$ cat src/rtl/bwd_pkg.sv
package bwd_pkg;
  localparam int CFG_AW    = 8;
  localparam int CFG_DW    = 32;
  localparam int CFG_BW    = CFG_DW / 8;
  localparam int REQ_AW    = 64;
  localparam int LOW_AW    = 32;
  localparam int GRAN_W    = 20;
  localparam int HALF_W    = 16;
  localparam int FLD_W     = LOW_AW - GRAN_W;
  localparam int RSV_W     = HALF_W - FLD_W;
  localparam int UP_W      = REQ_AW - LOW_AW;

  localparam logic [CFG_AW-1:0] OFS_MMIO   = 8'h20;
  localparam logic [CFG_AW-1:0] OFS_PF     = 8'h24;
  localparam logic [CFG_AW-1:0] OFS_PF_UB  = 8'h28;
  localparam logic [CFG_AW-1:0] OFS_PF_UL  = 8'h2C;

  localparam logic [FLD_W-1:0] PF_BASE_RST = '1;
  localparam logic [FLD_W-1:0] PF_LIM_RST  = '0;

  typedef enum logic [1:0] {
    ROUTE_IGNORE = 2'b00,
    ROUTE_DOWN   = 2'b01,
    ROUTE_UP     = 2'b10
  } route_e;

  function automatic logic [CFG_DW-1:0] merge_bytes(
    input logic [CFG_DW-1:0] old_v,
    input logic [CFG_DW-1:0] new_v,
    input logic [CFG_BW-1:0] be
  );
    logic [CFG_DW-1:0] r;
    r = old_v;
    for (int i = 0; i < CFG_BW; i++) begin
      if (be[i]) r[i*8 +: 8] = new_v[i*8 +: 8];
    end
    return r;
  endfunction
endpackage

$ cat src/rtl/bwd_cfg_regs.sv
module bwd_cfg_regs
  import bwd_pkg::*;
(
  input  logic              clk,
  input  logic              rst_n,
  input  logic              wr_en,
  input  logic [CFG_AW-1:0] addr,
  input  logic [CFG_DW-1:0] wdata,
  input  logic [CFG_BW-1:0] be,
  output logic [CFG_DW-1:0] rdata,
  output logic [FLD_W-1:0]  mmio_base,
  output logic [FLD_W-1:0]  mmio_lim,
  output logic [FLD_W-1:0]  pf_base,
  output logic [FLD_W-1:0]  pf_lim,
  output logic [UP_W-1:0]   pf_base_up,
  output logic [UP_W-1:0]   pf_lim_up
);
  logic [FLD_W-1:0] mmio_base_q, mmio_base_d;
  logic [FLD_W-1:0] mmio_lim_q,  mmio_lim_d;
  logic [FLD_W-1:0] pf_base_q,   pf_base_d;
  logic [FLD_W-1:0] pf_lim_q,    pf_lim_d;
  logic [UP_W-1:0]  pf_bu_q,     pf_bu_d;
  logic [UP_W-1:0]  pf_lu_q,     pf_lu_d;

  logic [CFG_DW-1:0] mmio_word, pf_word, mmio_mrg, pf_mrg;
  logic              sel_mmio, sel_pf, sel_bu, sel_lu;

  assign mmio_word = {mmio_lim_q, {RSV_W{1'b0}}, mmio_base_q, {RSV_W{1'b0}}};
  assign pf_word   = {pf_lim_q,   {RSV_W{1'b0}}, pf_base_q,   {RSV_W{1'b0}}};

  assign sel_mmio = wr_en && (addr == OFS_MMIO);
  assign sel_pf   = wr_en && (addr == OFS_PF);
  assign sel_bu   = wr_en && (addr == OFS_PF_UB);
  assign sel_lu   = wr_en && (addr == OFS_PF_UL);

  assign mmio_mrg = merge_bytes(mmio_word, wdata, be);
  assign pf_mrg   = merge_bytes(pf_word,   wdata, be);

  always_comb begin
    mmio_base_d = mmio_base_q;
    mmio_lim_d  = mmio_lim_q;
    pf_base_d   = pf_base_q;
    pf_lim_d    = pf_lim_q;
    pf_bu_d     = pf_bu_q;
    pf_lu_d     = pf_lu_q;
    if (sel_mmio) begin
      mmio_base_d = mmio_mrg[RSV_W +: FLD_W];
      mmio_lim_d  = mmio_mrg[HALF_W+RSV_W +: FLD_W];
    end
    if (sel_pf) begin
      pf_base_d = pf_mrg[RSV_W +: FLD_W];
      pf_lim_d  = pf_mrg[HALF_W+RSV_W +: FLD_W];
    end
    if (sel_bu) pf_bu_d = merge_bytes(pf_bu_q, wdata, be);
    if (sel_lu) pf_lu_d = merge_bytes(pf_lu_q, wdata, be);
  end

  always_ff @(posedge clk or negedge rst_n) begin
    if (!rst_n) begin
      mmio_base_q <= '0;
      mmio_lim_q  <= '0;
      pf_base_q   <= PF_BASE_RST;
      pf_lim_q    <= PF_LIM_RST;
      pf_bu_q     <= '0;
      pf_lu_q     <= '0;
    end else if (wr_en) begin
      mmio_base_q <= mmio_base_d;
      mmio_lim_q  <= mmio_lim_d;
      pf_base_q   <= pf_base_d;
      pf_lim_q    <= pf_lim_d;
      pf_bu_q     <= pf_bu_d;
      pf_lu_q     <= pf_lu_d;
    end
  end

  always_comb begin
    unique case (addr)
      OFS_MMIO:  rdata = mmio_word;
      OFS_PF:    rdata = pf_word;
      OFS_PF_UB: rdata = pf_bu_q;
      OFS_PF_UL: rdata = pf_lu_q;
      default:   rdata = '0;
    endcase
  end

  assign mmio_base  = mmio_base_q;
  assign mmio_lim   = mmio_lim_q;
  assign pf_base    = pf_base_q;
  assign pf_lim     = pf_lim_q;
  assign pf_base_up = pf_bu_q;
  assign pf_lim_up  = pf_lu_q;
endmodule

$ cat src/rtl/bwd_window.sv
module bwd_window
  import bwd_pkg::*;
#(
  parameter bit WIDE = 1'b1
) (
  input  logic [REQ_AW-1:0] addr,
  input  logic              dac,
  input  logic [FLD_W-1:0]  base_fld,
  input  logic [FLD_W-1:0]  lim_fld,
  input  logic [UP_W-1:0]   base_up,
  input  logic [UP_W-1:0]   lim_up,
  output logic              hit
);
  generate
    if (WIDE) begin : g_wide
      logic [REQ_AW-1:0] lo_bound, hi_bound;
      assign lo_bound = {base_up, base_fld, {GRAN_W{1'b0}}};
      assign hi_bound = {lim_up,  lim_fld,  {GRAN_W{1'b1}}};
      assign hit = (addr >= lo_bound) && (addr <= hi_bound);
    end else begin : g_narrow
      logic [LOW_AW-1:0] lo_bound, hi_bound;
      logic              up_unused;
      assign lo_bound  = {base_fld, {GRAN_W{1'b0}}};
      assign hi_bound  = {lim_fld,  {GRAN_W{1'b1}}};
      assign up_unused = ^{base_up, lim_up, addr[REQ_AW-1:LOW_AW]};
      assign hit = !dac && (addr[LOW_AW-1:0] >= lo_bound)
                        && (addr[LOW_AW-1:0] <= hi_bound);
    end
  endgenerate
endmodule

$ cat src/rtl/bridge_win_decode.sv
module bridge_win_decode
  import bwd_pkg::*;
(
  input  logic              clk,
  input  logic              rst_n,
  input  logic              cfg_wr_en,
  input  logic [CFG_AW-1:0] cfg_addr,
  input  logic [CFG_DW-1:0] cfg_wdata,
  input  logic [CFG_BW-1:0] cfg_be,
  output logic [CFG_DW-1:0] cfg_rdata,
  input  logic              in_valid,
  input  logic [REQ_AW-1:0] in_addr,
  input  logic              in_dac,
  input  logic              in_from_sec,
  output logic              out_valid,
  output logic [1:0]        out_route,
  output logic              out_hit_pf,
  output logic              out_hit_mmio
);
  logic [FLD_W-1:0] mmio_base, mmio_lim, pf_base, pf_lim;
  logic [UP_W-1:0]  pf_base_up, pf_lim_up;
  logic [REQ_AW-1:0] eff_addr;
  logic hit_pf, hit_mmio, any_hit;

  bwd_cfg_regs u_regs (
    .clk        (clk),
    .rst_n      (rst_n),
    .wr_en      (cfg_wr_en),
    .addr       (cfg_addr),
    .wdata      (cfg_wdata),
    .be         (cfg_be),
    .rdata      (cfg_rdata),
    .mmio_base  (mmio_base),
    .mmio_lim   (mmio_lim),
    .pf_base    (pf_base),
    .pf_lim     (pf_lim),
    .pf_base_up (pf_base_up),
    .pf_lim_up  (pf_lim_up)
  );

  assign eff_addr = in_dac ? in_addr : {{UP_W{1'b0}}, in_addr[LOW_AW-1:0]};

  bwd_window #(.WIDE(1'b1)) u_win_pf (
    .addr     (eff_addr),
    .dac      (in_dac),
    .base_fld (pf_base),
    .lim_fld  (pf_lim),
    .base_up  (pf_base_up),
    .lim_up   (pf_lim_up),
    .hit      (hit_pf)
  );

  bwd_window #(.WIDE(1'b0)) u_win_mmio (
    .addr     (eff_addr),
    .dac      (in_dac),
    .base_fld (mmio_base),
    .lim_fld  (mmio_lim),
    .base_up  ('0),
    .lim_up   ('0),
    .hit      (hit_mmio)
  );

  assign any_hit = hit_pf || hit_mmio;

  route_e route_d;
  logic   valid_d, pf_d, mmio_d;
  logic   valid_q, pf_q, mmio_q;
  route_e route_q;

  always_comb begin
    valid_d = in_valid;
    pf_d    = in_valid && hit_pf;
    mmio_d  = in_valid && hit_mmio;
    route_d = ROUTE_IGNORE;
    if (in_valid) begin
      if (in_from_sec) route_d = any_hit ? ROUTE_IGNORE : ROUTE_UP;
      else             route_d = any_hit ? ROUTE_DOWN   : ROUTE_IGNORE;
    end
  end

  always_ff @(posedge clk or negedge rst_n) begin
    if (!rst_n) begin
      valid_q <= 1'b0;
      pf_q    <= 1'b0;
      mmio_q  <= 1'b0;
      route_q <= ROUTE_IGNORE;
    end else begin
      valid_q <= valid_d;
      pf_q    <= pf_d;
      mmio_q  <= mmio_d;
      route_q <= route_d;
    end
  end

  assign out_valid    = valid_q;
  assign out_route    = route_q;
  assign out_hit_pf   = pf_q;
  assign out_hit_mmio = mmio_q;
endmodule

$ cat config.mk
export PLATFORM = sky130hd
export DESIGN_NAME = bridge_win_decode
export DESIGN_NICKNAME = d
export VERILOG_FILES = /design/src/rtl/bwd_pkg.sv /design/src/rtl/bwd_cfg_regs.sv /design/src/rtl/bwd_window.sv /design/src/rtl/bridge_win_decode.sv
export SDC_FILE = /design/constraint.sdc
export NUM_CORES = 1
export LEC_CHECK = 0
export CAP_MARGIN = 5
export CORE_MARGIN = 5
export CORE_UTILIZATION = 50
export CTS_BUF_LIST = sky130_fd_sc_hd__clkbuf_4
export DETAILED_ROUTE_END_ITERATION = 12
export GPL_TIMING_DRIVEN = 1
export PLACE_DENSITY = 0.77
export SKIP_CTS_REPAIR_TIMING = 1
export SYNTH_ARGS = -nofsm -noshare
export SYNTH_HDL_FRONTEND = slang
export SYNTH_SLANG_ARGS = --single-unit
$ cat constraint.sdc
create_clock -name clk -period 2.41 [get_ports clk]
set_input_delay 0.482 -clock clk [delete_from_list [all_inputs] [get_ports clk]]
set_output_delay 0.482 -clock clk [all_outputs]
set_load 0.02 [all_outputs]
# Word-level counts from Yosys, hierarchy flattened
# Index checks and enable logic that the tools add are counted.
[classes] n_mux=6 reduce_logical=27 n_bitwise=0 order_cmp=4 n_mul=0 shift=0 addsub=0 div_mod_pow=0 n_eq_ne=4
[ops] operator="$pmux 32 s4" n=1
[ops] operator="$ge 64x64->1" n=1
[ops] operator="$le 64x64->1" n=1
[ops] operator="$mux 64" n=1
[ops] operator="$reduce_and 3->1" n=16
[ops] operator="$eq 8x6->1 const B" n=4
[ops] operator="$ge 32x32->1" n=1
[ops] operator="$le 32x32->1" n=1
[ops] operator="$logic_and 1x1->1" n=9
[ops] operator="$mux 2" n=3
[ops] operator="$logic_not 1->1" n=1
[ops] operator="$logic_or 1x1->1" n=1
[ops] operator="$mux 1" n=1
[word_totals] ram_bits=0 memories=0 rom_bits=0 ff_bits=117 latch_bits=0 output_inout_bits=37 in_bits=114

# Depth between registers and ports, before layout
# Gate-level depths: netlist of the first run.
[depth] word_depth=8 depth_mapped=11 ltp_nobuf=9

# By module
# Synthesis of the first run repeated with hierarchy kept, for this count alone.
[hier_totals] hier_cells=799 area_unflattened_um2=8725.9
[by_module_without_submodules] mod="bwd_cfg_regs" instances=1 cells_per_inst=327 area_per_inst_um2=5315.1 seq_area_each_um2=2817.7
[by_module_without_submodules] mod="bwd_window (u_win_pf)" instances=1 cells_per_inst=326 area_per_inst_um2=2312.2 seq_area_each_um2=0.0
[by_module_without_submodules] mod="bwd_window (u_win_mmio)" instances=1 cells_per_inst=100 area_per_inst_um2=684.4 seq_area_each_um2=0.0
[by_module_without_submodules] mod="bridge_win_decode" instances=1 cells_per_inst=46 area_per_inst_um2=414.1 seq_area_each_um2=125.1

# Least setup slack after synthesis of the first run
# Ideal clock, no wire load.
[synth_timing] path_type="input to register" from="input port in_dac" to="register route_q[1] (netlist: out_route[1])" required_time_ns=2.290 setup_time_ns=0.120 n_path_buf=2 arrival_ns=2.680 path_slack_ns=-0.390 stages=11 cell_sequence="buf_2 -> clkbuf_1 -> and2_1 -> ha_1 -> a21o_1 -> a21o_1 -> a221o_1 -> a2111oi_0 -> o211a_1 -> o22ai_2 -> and4_1"
[synth_between] elab_chain_len=7 word_cells_on_any_way=11
[synth_rtl] item="from (decl)" line="bridge_win_decode.sv:13" source="input logic in_dac,"
[synth_rtl] item="$mux 64 / $logic_not 1->1 (equally long branches)" line="bridge_win_decode.sv:41, bwd_window.sv:26"
[synth_rtl] item="$ge 64x64->1 (tied with other cells)" line="bwd_window.sv:19" source="assign hit = (addr >= lo_bound) && (addr <= hi_bound);"
[synth_rtl] item="$logic_and 1x1->1, on equally long branches" line="bwd_window.sv:19, bwd_window.sv:27"
[synth_rtl] item="$logic_or 1x1->1 *" line="bridge_win_decode.sv:63" source="assign any_hit = hit_pf || hit_mmio;"
[synth_rtl] item="$mux 2 * (2 in a row)" line="bridge_win_decode.sv:76" source="if (in_from_sec) route_d = any_hit ? ROUTE_IGNORE : ROUTE_UP;"
[synth_rtl] item="$mux 2 *" line="bridge_win_decode.sv:75" source="if (in_valid) begin"
[synth_rtl] item="net route_d[1]" line="bridge_win_decode.sv:65" source="route_e route_d;"
[synth_rtl] item="to (signal assigned)" line="bridge_win_decode.sv:91" source="route_q <= route_d;"
[synth_rtl] item="to (decl)" line="bridge_win_decode.sv:68" source="route_e route_q;"
# Mark *: on every way through the listed nets, which the timed path passes. The rest lies on a longest branch.
# A chain may end at the register's enable or synchronous reset.

# Worst setup path after layout of the first run
[layout_timing] from="input port in_addr[51]" to="register route_q[1] (netlist: out_route[1])"
[layout_between] elab_chain_len=7 word_cells_on_any_way=8
[layout_rtl] item="from (decl)" line="bridge_win_decode.sv:12" source="input logic [REQ_AW-1:0] in_addr,"
[layout_rtl] item="$mux 64 *" line="bridge_win_decode.sv:41" source="assign eff_addr = in_dac ? in_addr : {{UP_W{1'b0}}, in_addr[LOW_AW-1:0]};"
[layout_rtl] item="$ge 64x64->1 / $le 64x64->1 (equally long branches)" line="bwd_window.sv:19"
[layout_rtl] item="$logic_and 1x1->1 *" line="bwd_window.sv:19"
[layout_rtl] item="$logic_or 1x1->1 *" line="bridge_win_decode.sv:63"
[layout_rtl] item="$mux 2 * (2 in a row)" line="bridge_win_decode.sv:76"
[layout_rtl] item="$mux 2 *" line="bridge_win_decode.sv:75"
[layout_rtl] item="net route_d[1]" line="bridge_win_decode.sv:65"
# Marked as above.

==> results of run 1 <==
## kinds of logic (layout without fill, tap and decap cells)
logic type / Yosys count / in the layout / share of synthesized area [%]
AO/OA/AOI/OAI: 103 / 103 / 7.770
buffers and inverters: 134 / 388 / 6.115
AND/OR/NAND/NOR: 194 / 194 / 13.14
multiplexers: 137 / 137 / 21.49
other: 0 / 2 / 0
flip-flops: 117 / 117 / 35.08
adder cells (fa/ha/maj): 110 / 110 / 16.41
## metrics by stage
stage / total power [mW] / hold slack (ps) / util [%]
5_1_grt: 4.736 / 446.8 / 68.82
3_5_place_dp: 3.043 / 466.6 / 65.15
4_1_cts: 4.472 / -147.1 / 66.81
3_3_place_gp: 3.020 / 460.7 / 65.15
6_report: 4.528 / 418.5 / 68.82
2_1_floorplan: 2.533 / 186.4 / -
## layout make-up
type	instances	area, µm²	share of cell area [%]
clock buffers	22	165.2	1.452
flip-flops and latches	117	2943	25.88
well taps	220	275.3	2.420
inverters	118	445.4	3.917
diodes	2	5.005	0.04401
multi-input cells	544	5275	46.39
clock inverters	10	108.9	0.9572
repair buffers	238	2155	18.95
## path summary, 6_finish.rpt
path                                                endpoint  cells past startpoint                               from  slack (ps)
max                                   out_route[1]$_DFF_PN0_                     10                        in_addr[51]         -30
max in group asynchronous      u_regs.pf_base[6]$_DFFE_PN1P_                      3                              rst_n        1310
max reg2reg                           out_route[1]$_DFF_PN0_                      9   u_regs.pf_lim_up[19]$_DFFE_PN0P_          20
min                         u_regs.pf_lim_up[17]$_DFFE_PN0P_                      2                              rst_n         420
min reg2reg                u_regs.pf_base_up[25]$_DFFE_PN0P_                      1  u_regs.pf_base_up[25]$_DFFE_PN0P_         540
min in group clk                         out_valid$_DFF_PN0_                      1                           in_valid         460
## state kept, by name, summed over array words and instances, names as in the netlist, 2 cells and up
name	count
u_regs.pf_lim_up	32
out_route	2
u_regs.mmio_lim	12
u_regs.pf_base_up	32
u_regs.mmio_base	12
u_regs.pf_lim	12
u_regs.pf_base	12
## metal layers
metal / part of all wire [%] / vias to the layer above / global-route usage [%]
met3: 5.6 / 49 / 4.528
met1: 44 / 3492 / 33.27
li1: - / 3333 / -
met4: 2.7 / 0 / 8.108
met2: 48 / 257 / 40.38
met5: 0 / - / 0
## placed cells by master (no fill, tap or decap), types with 6 or more instances in the layout
| cell | count |
|---|---|
| buf_2 | 13 |
| clkbuf_4 | 22 |
| dfstp_2 | 12 |
| and2_1 | 26 |
| a21o_1 | 15 |
| a211oi_1 | 8 |
| nand4_1 | 26 |
| a21oi_1 | 35 |
| dfrtp_1 | 105 |
| inv_1 | 116 |
| ha_4 | 9 |
| buf_12 | 7 |
| nor2_1 | 13 |
| mux4_2 | 24 |
| nor2b_2 | 6 |
| clkdlybuf4s50_1 | 110 |
| mux2i_1 | 8 |
| buf_4 | 97 |
| and2_4 | 6 |
| nor2_2 | 8 |
| mux2_2 | 103 |
| nor2b_1 | 19 |
| nand3_1 | 10 |
| ha_1 | 101 |
| o21ai_0 | 21 |
| nand2_1 | 39 |
## power by group through the flow
| stage | registers, mW | clock network [mW] | logic (mW) |
|---|---|---|---|
| floorplan | 2.10 | 0 | 0.438 |
| global placement | 2.10 | 0 | 0.918 |
| detailed placement | 2.11 | 0 | 0.938 |
| CTS | 2.07 | 1.46 | 0.944 |
| global route | 2.08 | 1.54 | 1.12 |
| finish | 2.07 | 1.44 | 1.02 |
## worst max-delay path: cells and delay by family
kind,cells,cell delay (ps)
simple gates,2,380
compound gates,6,1350
buf+inv,1,470
fa+ha+maj,1,200
==> impl_metrics.py, run 1 <==
metrics = {
    "power_and_ir_drop": {
        "ir_drop_v": 0.0003290,
        "p_leak_nw": 5.199,
        "pwr-share-comb_pct": 22.6,
        "seq_power_share_pct": 45.7,
        "power_density_nw_per_um2": 398.1,
        "sw_frac_of_total_pct": 28.60,
        "switchingPower_mw": 1.295,
        "p_int_mw": 3.233,
        "clock_power_share_pct": 31.7,
    },
    "critical_path": {
        "worst_path_max_delay_cell": "clkdlybuf4s50_1",
        "crit_required_ps": 2850,
        "worstPathCellList": "clkdlybuf4s50_1 > and2_4 > ha_4 > a21oi_1 > o21ai_1 > a221o_1 > a2111oi_4 > o211a_1 > o22ai_4 > and4_1",
        "crit_type": "in -> reg",
        "max_stage_delay_ps": 470,
        "critPathLaunchType": "input port",
        "path_max_fanout": 3,
        "end_kind": "register",
        "arrival_ps": 2880,
    },
    "clock_tree": {
        "cts-buffers-inserted": 17,
        "root_buffer": "clkbuf_4",
        "cts.sinks": 117,
        "clk_latency_ps": 550,
        "cts_tree": "built",
        "htreeDepth": 4,
        "cts.clk_slew.worst_paths_ps": 110,
        "clock_path_buffers": 2,
    },
    "global_routing": {
        "grt_use_total_pct": 24.65,
        "grt_pass1_vias": 7250,
        "antenna_found_initial": 1,
        "gr-total-overflow": 0,
        "grt_max_degree": 53,
        "grt_pass1_wl_mm": 37.80,
    },
    "routing": {
        "drt-vias-per-instance": 5.611,
        "dr.pass1.iters": 7,
        "wire_per_inst_um": 19.46,
        "totalWireLength_mm": 24.73,
        "drcViolationCount": 0,
        "drtIter0Drc": 571,
        "vias": 7131,
        "postRouteAntennaNets": 0,
    },
    "timing": {
        "setup_violations": 1,
        "tns_ps": -28.02,
        "worstMarginPinSlew_ps": 595.7,
        "layout_setup_ws_ps": -28.02,
        "period_share_pct": 101.2,
        "finalHoldViolCount": 0,
        "clock.fmax_mhz": 410.2,
        "fin_crit_ps": 2438,
        "slew_headroom_pct": 59.86,
        "rsz0062_at_grt": "true",
        "slew_violations": 0,
        "clock_skew_ps": 18.10,
    },
    "yosys": {
        "synth.distinct_cells": 53,
        "synthDominantCellAreaShare_pct": 31.32,
        "synth-edff-count": 0,
        "post-synth-top-count-cell": "inv_1",
        "ys_seq_area_share_pct": 35.08,
        "ys_ff_latch": 117,
        "yosysWarningCount": 0,
        "ys_top_cells_by_count": "inv_1 (117), ha_1 (110), dfrtp_1 (105)",
        "synth.largest_area_cell": "dfrtp_1",
        "synthCells": 795,
        "synth_nets": 1019,
        "synth_top_flop_cell": "dfrtp_1",
        "synth_area_um2": 8389,
        "synthTopCellsByArea": "dfrtp_1 (31%), ha_1 (16%), mux2_2 (14%)",
        "syn_avg_cell_area_um2": 10.55,
        "async_flop_share_pct": 100.0,
    },
    "die": {
        "die_height_um": 139.5,
        "die_area_um2": 19470,
        "fp-row-count": 47,
        "initial_core_util_pct": 50.77,
        "core_area_um2": 16520,
        "die-width_um": 139.5,
        "io_pins": 151,
    },
    "cells_and_area": {
        "design_area_um2": 11370,
        "drive_gt1_share_pct": 33.84,
        "final_nets": 1260,
        "syn_to_final_growth_pct": 35.56,
        "instances_no_fill": 1271,
        "fillers": 1242,
    },
    "placed_design": {
        "post-dp-hpwl_mm": 19.41,
        "gp_congestion": 0.9935,
        "dp.cells": 1227,
        "dpl_cell_area_um2": 10770,
        "pre_cts_ws_ps": -867.0,
        "port_buffers": 150,
    },
    "min_path": {
        "hold_class": "in -> async",
    },
    "outcome": {
        "violations": "setup timing",
        "outcome": "finished with violations",
    },
    "flow_run": {
        "cap_violations": 0,
    },
}
(Power assumes the default switching activity.)
==> run 2: changes to the inputs <==
--- a/config.mk
+++ b/config.mk
@@ -10,8 +10,9 @@
 export CORE_UTILIZATION = 50
 export CTS_BUF_LIST = sky130_fd_sc_hd__clkbuf_4
 export DETAILED_ROUTE_END_ITERATION = 12
-export GPL_TIMING_DRIVEN = 1
+export GPL_TIMING_DRIVEN = 0
 export PLACE_DENSITY = 0.77
+export SETUP_SLACK_MARGIN = 0.15
 export SKIP_CTS_REPAIR_TIMING = 1
 export SYNTH_ARGS = -nofsm -noshare
 export SYNTH_HDL_FRONTEND = slang
==> run 2 against run 1 <==
The run still ends with setup timing left. Hold slack worse by 7.6 ps. Via count is 2.2% lower. Sequential cell count stayed put. Final cell count is 4.1% lower. Non-clock buffer count is 50 lower. Core utilization is 1.4 points lower. Power is 5.6% lower. Cell area is 2.1% lower. Sequential power hardly changed. Register-to-register slack worse by 80 ps. Fmax is 2.5% lower. Highest routed layer is now met5.
==> impl_metrics.py, run 2 (synthesis gave the netlist of run 1 again) <==
metrics = {
    "clock_tree": {
        "cts-buffers-inserted": 17,
        "htreeDepth": 4,
        "cts.clk_slew.worst_paths_ps": 100,
        "clock_path_buffers": 2,
        "clk_latency_ps": 550,
        "root_buffer": "clkbuf_4",
        "cts.sinks": 117,
        "cts_tree": "built",
    },
    "die": {
        "core_area_um2": 16520,
        "fp-row-count": 47,
        "die-width_um": 139.5,
        "die_height_um": 139.5,
        "die_area_um2": 19470,
        "initial_core_util_pct": 50.77,
        "io_pins": 151,
    },
    "cells_and_area": {
        "syn_to_final_growth_pct": 32.77,
        "final_nets": 1210,
        "design_area_um2": 11140,
        "instances_no_fill": 1219,
        "final_common_cell": "inv_1",
        "fillers": 1229,
        "utilization_pct": 67.40,
        "final_cell_mix": "inv_1 (116), clkdlybuf4s50_1 (108), ha_1 (105), dfrtp_1 (105), mux2_2 (103)",
        "drive_gt1_share_pct": 30.86,
    },
    "routing": {
        "drcViolationCount": 0,
        "vias": 6972,
        "wire_per_inst_um": 19.70,
        "drt-vias-per-instance": 5.719,
        "postRouteAntennaNets": 0,
        "totalWireLength_mm": 24.01,
        "drtIter0Drc": 490,
        "dr.pass1.iters": 5,
    },
    "critical_path": {
        "worstPathCellList": "clkdlybuf4s50_1 > and2_4 > ha_1 > a21o_1 > a21o_1 > a221o_1 > a2111oi_4 > o211a_1 > o22ai_4 > a211oi_2",
        "worst_path_max_delay_cell": "clkdlybuf4s50_1",
        "r2r-start": "u_regs.pf_lim_up[21]$_DFFE_PN0P_",
        "reg2reg_setup_slack_ps": -60,
        "crit_type": "in -> reg",
        "path_max_fanout": 3,
        "end_kind": "register",
        "path_delay_family": "compound AO/OA/AOI/OAI gates",
        "max_stage_delay_ps": 420,
        "arrival_ps": 2970,
        "r2r_cells": 9,
        "critPathLaunchType": "input port",
        "critPathBufInv": 1,
        "crit_top_cell": "a21o_1",
        "worstReg2RegEnd": "out_route[0]$_DFF_PN0_",
        "crit_required_ps": 2880,
    },
    "placed_design": {
        "dp.cells": 1164,
        "port_buffers": 148,
        "dpl_cell_area_um2": 10270,
        "post-dp-hpwl_mm": 18.33,
        "gp_congestion": 0.9146,
    },
    "timing": {
        "worstMarginPinSlew_ps": 596.6,
        "fin_hold_ws_ps": 410.9,
        "tns_ps": -157.0,
        "period_share_pct": 103.8,
        "slew_headroom_pct": 59.92,
        "setup_violations": 2,
        "layout_setup_ws_ps": -91.23,
        "clock.fmax_mhz": 399.8,
        "clock_skew_ps": 11.15,
        "finalHoldViolCount": 0,
        "rsz0062_at_grt": "true",
        "slew_violations": 0,
        "fin_crit_ps": 2501,
    },
    "min_path": {
        "hold_depth": 1,
        "holdPathEnd": "out_valid$_DFF_PN0_",
        "hp-start": "in_valid",
        "hold_class": "in -> reg",
    },
    "global_routing": {
        "gr-total-overflow": 0,
        "grt_pass1_vias": 6951,
        "grt_use_total_pct": 23.62,
        "grt_pass1_wl_mm": 36.31,
        "grt_max_degree": 61,
        "antenna_found_initial": 3,
    },
    "outcome": {
        "violations": "setup timing",
        "outcome": "finished with violations",
    },
    "power_and_ir_drop": {
        "p_leak_nw": 4.968,
        "power_density_nw_per_um2": 383.6,
        "ir_drop_v": 0.0002631,
    },
    "flow_run": {
        "cap_violations": 0,
    },
}
-- run 2: cell count changes in the layout (fill, tap and decap cells not counted), moves of 4 or more --
cell,previous run,this run
clkbuf_2,4,10
nor2b_2,6,1
buf_4,97,26
ha_1,101,105
nor2b_4,1,20
buf_2,13,2
clkbuf_4,22,18
buf_6,0,25
ha_4,9,5
nor2b_1,19,5
-- run 2: worst max-delay path by stage --
| stage | start | endpoint | slack [ps] | cells past startpoint |
|---|---|---|---|---|
| 2_1_floorplan | in_dac | out_route[1]$_DFF_PN0_ | -140 | 11 |
| 3_3_place_gp | rst_n | u_regs.pf_base_up[26]$_DFFE_PN0P_ | -3770 | 1 |
| 3_5_place_dp | in_dac | out_route[1]$_DFF_PN0_ | -1790 | 12 |
| 4_1_cts | cfg_addr[2] | cfg_rdata[22] | -1370 | 6 |
| 6_report | in_addr[52] | out_route[0]$_DFF_PN0_ | -90 | 10 |
| 5_1_grt | u_regs.pf_lim_up[21]$_DFFE_PN0P_ | out_route[0]$_DFF_PN0_ | -110 | 9 |
-- run 2: cell type report --
type	instances	area, µm²	share of cell area (%)
multi-input cells	544	5361	48.14
flip-flops and latches	117	2943	26.42
repair buffers	172	1702	15.28
inverters	118	442.9	3.977
well taps	220	275.3	2.471
plain buffers	16	183.9	1.651
clock buffers	18	135.1	1.213
clock inverters	13	92.59	0.8313
diodes	1	2.502	0.02247
-- run 2: routing by layer --
| metal | track usage, % | share of wire, % | vias to the layer above |
|---|---|---|---|
| li1 | - | - | 3236 |
| met1 | 31.69 | 43 | 3426 |
| met2 | 38.70 | 48 | 254 |
| met3 | 5.009 | 6.6 | 52 |
| met4 | 7.190 | 2.8 | 4 |
| met5 | 0 | 0.079 | - |
-- run 2: power breakdown --
part           internal, mW  total, mW  leakage, nW  switching (mW)
combinational         0.502      0.970         3.30           0.468
clock                 0.490       1.24        0.123           0.746
sequential             2.02       2.07         1.54          0.0422
-- run 2: metrics by stage --
step / setup slack, ps / total power [mW]
floorplan: -140.3 / 2.536
global placement: -3768 / 2.942
detailed placement: -1785 / 2.970
CTS: -1366 / 4.200
global route: -113.1 / 4.477
finish: -91.23 / 4.273
-- run 2: worst register-to-register path, stage by stage, from the launching register on --
cell	delay, ps
dfrtp_1	420
inv_2	70
ha_4	190
a21o_1	160
a21o_1	160
a221o_1	410
a2111oi_4	390
o211a_1	250
o22ai_4	110
a211oi_2	240
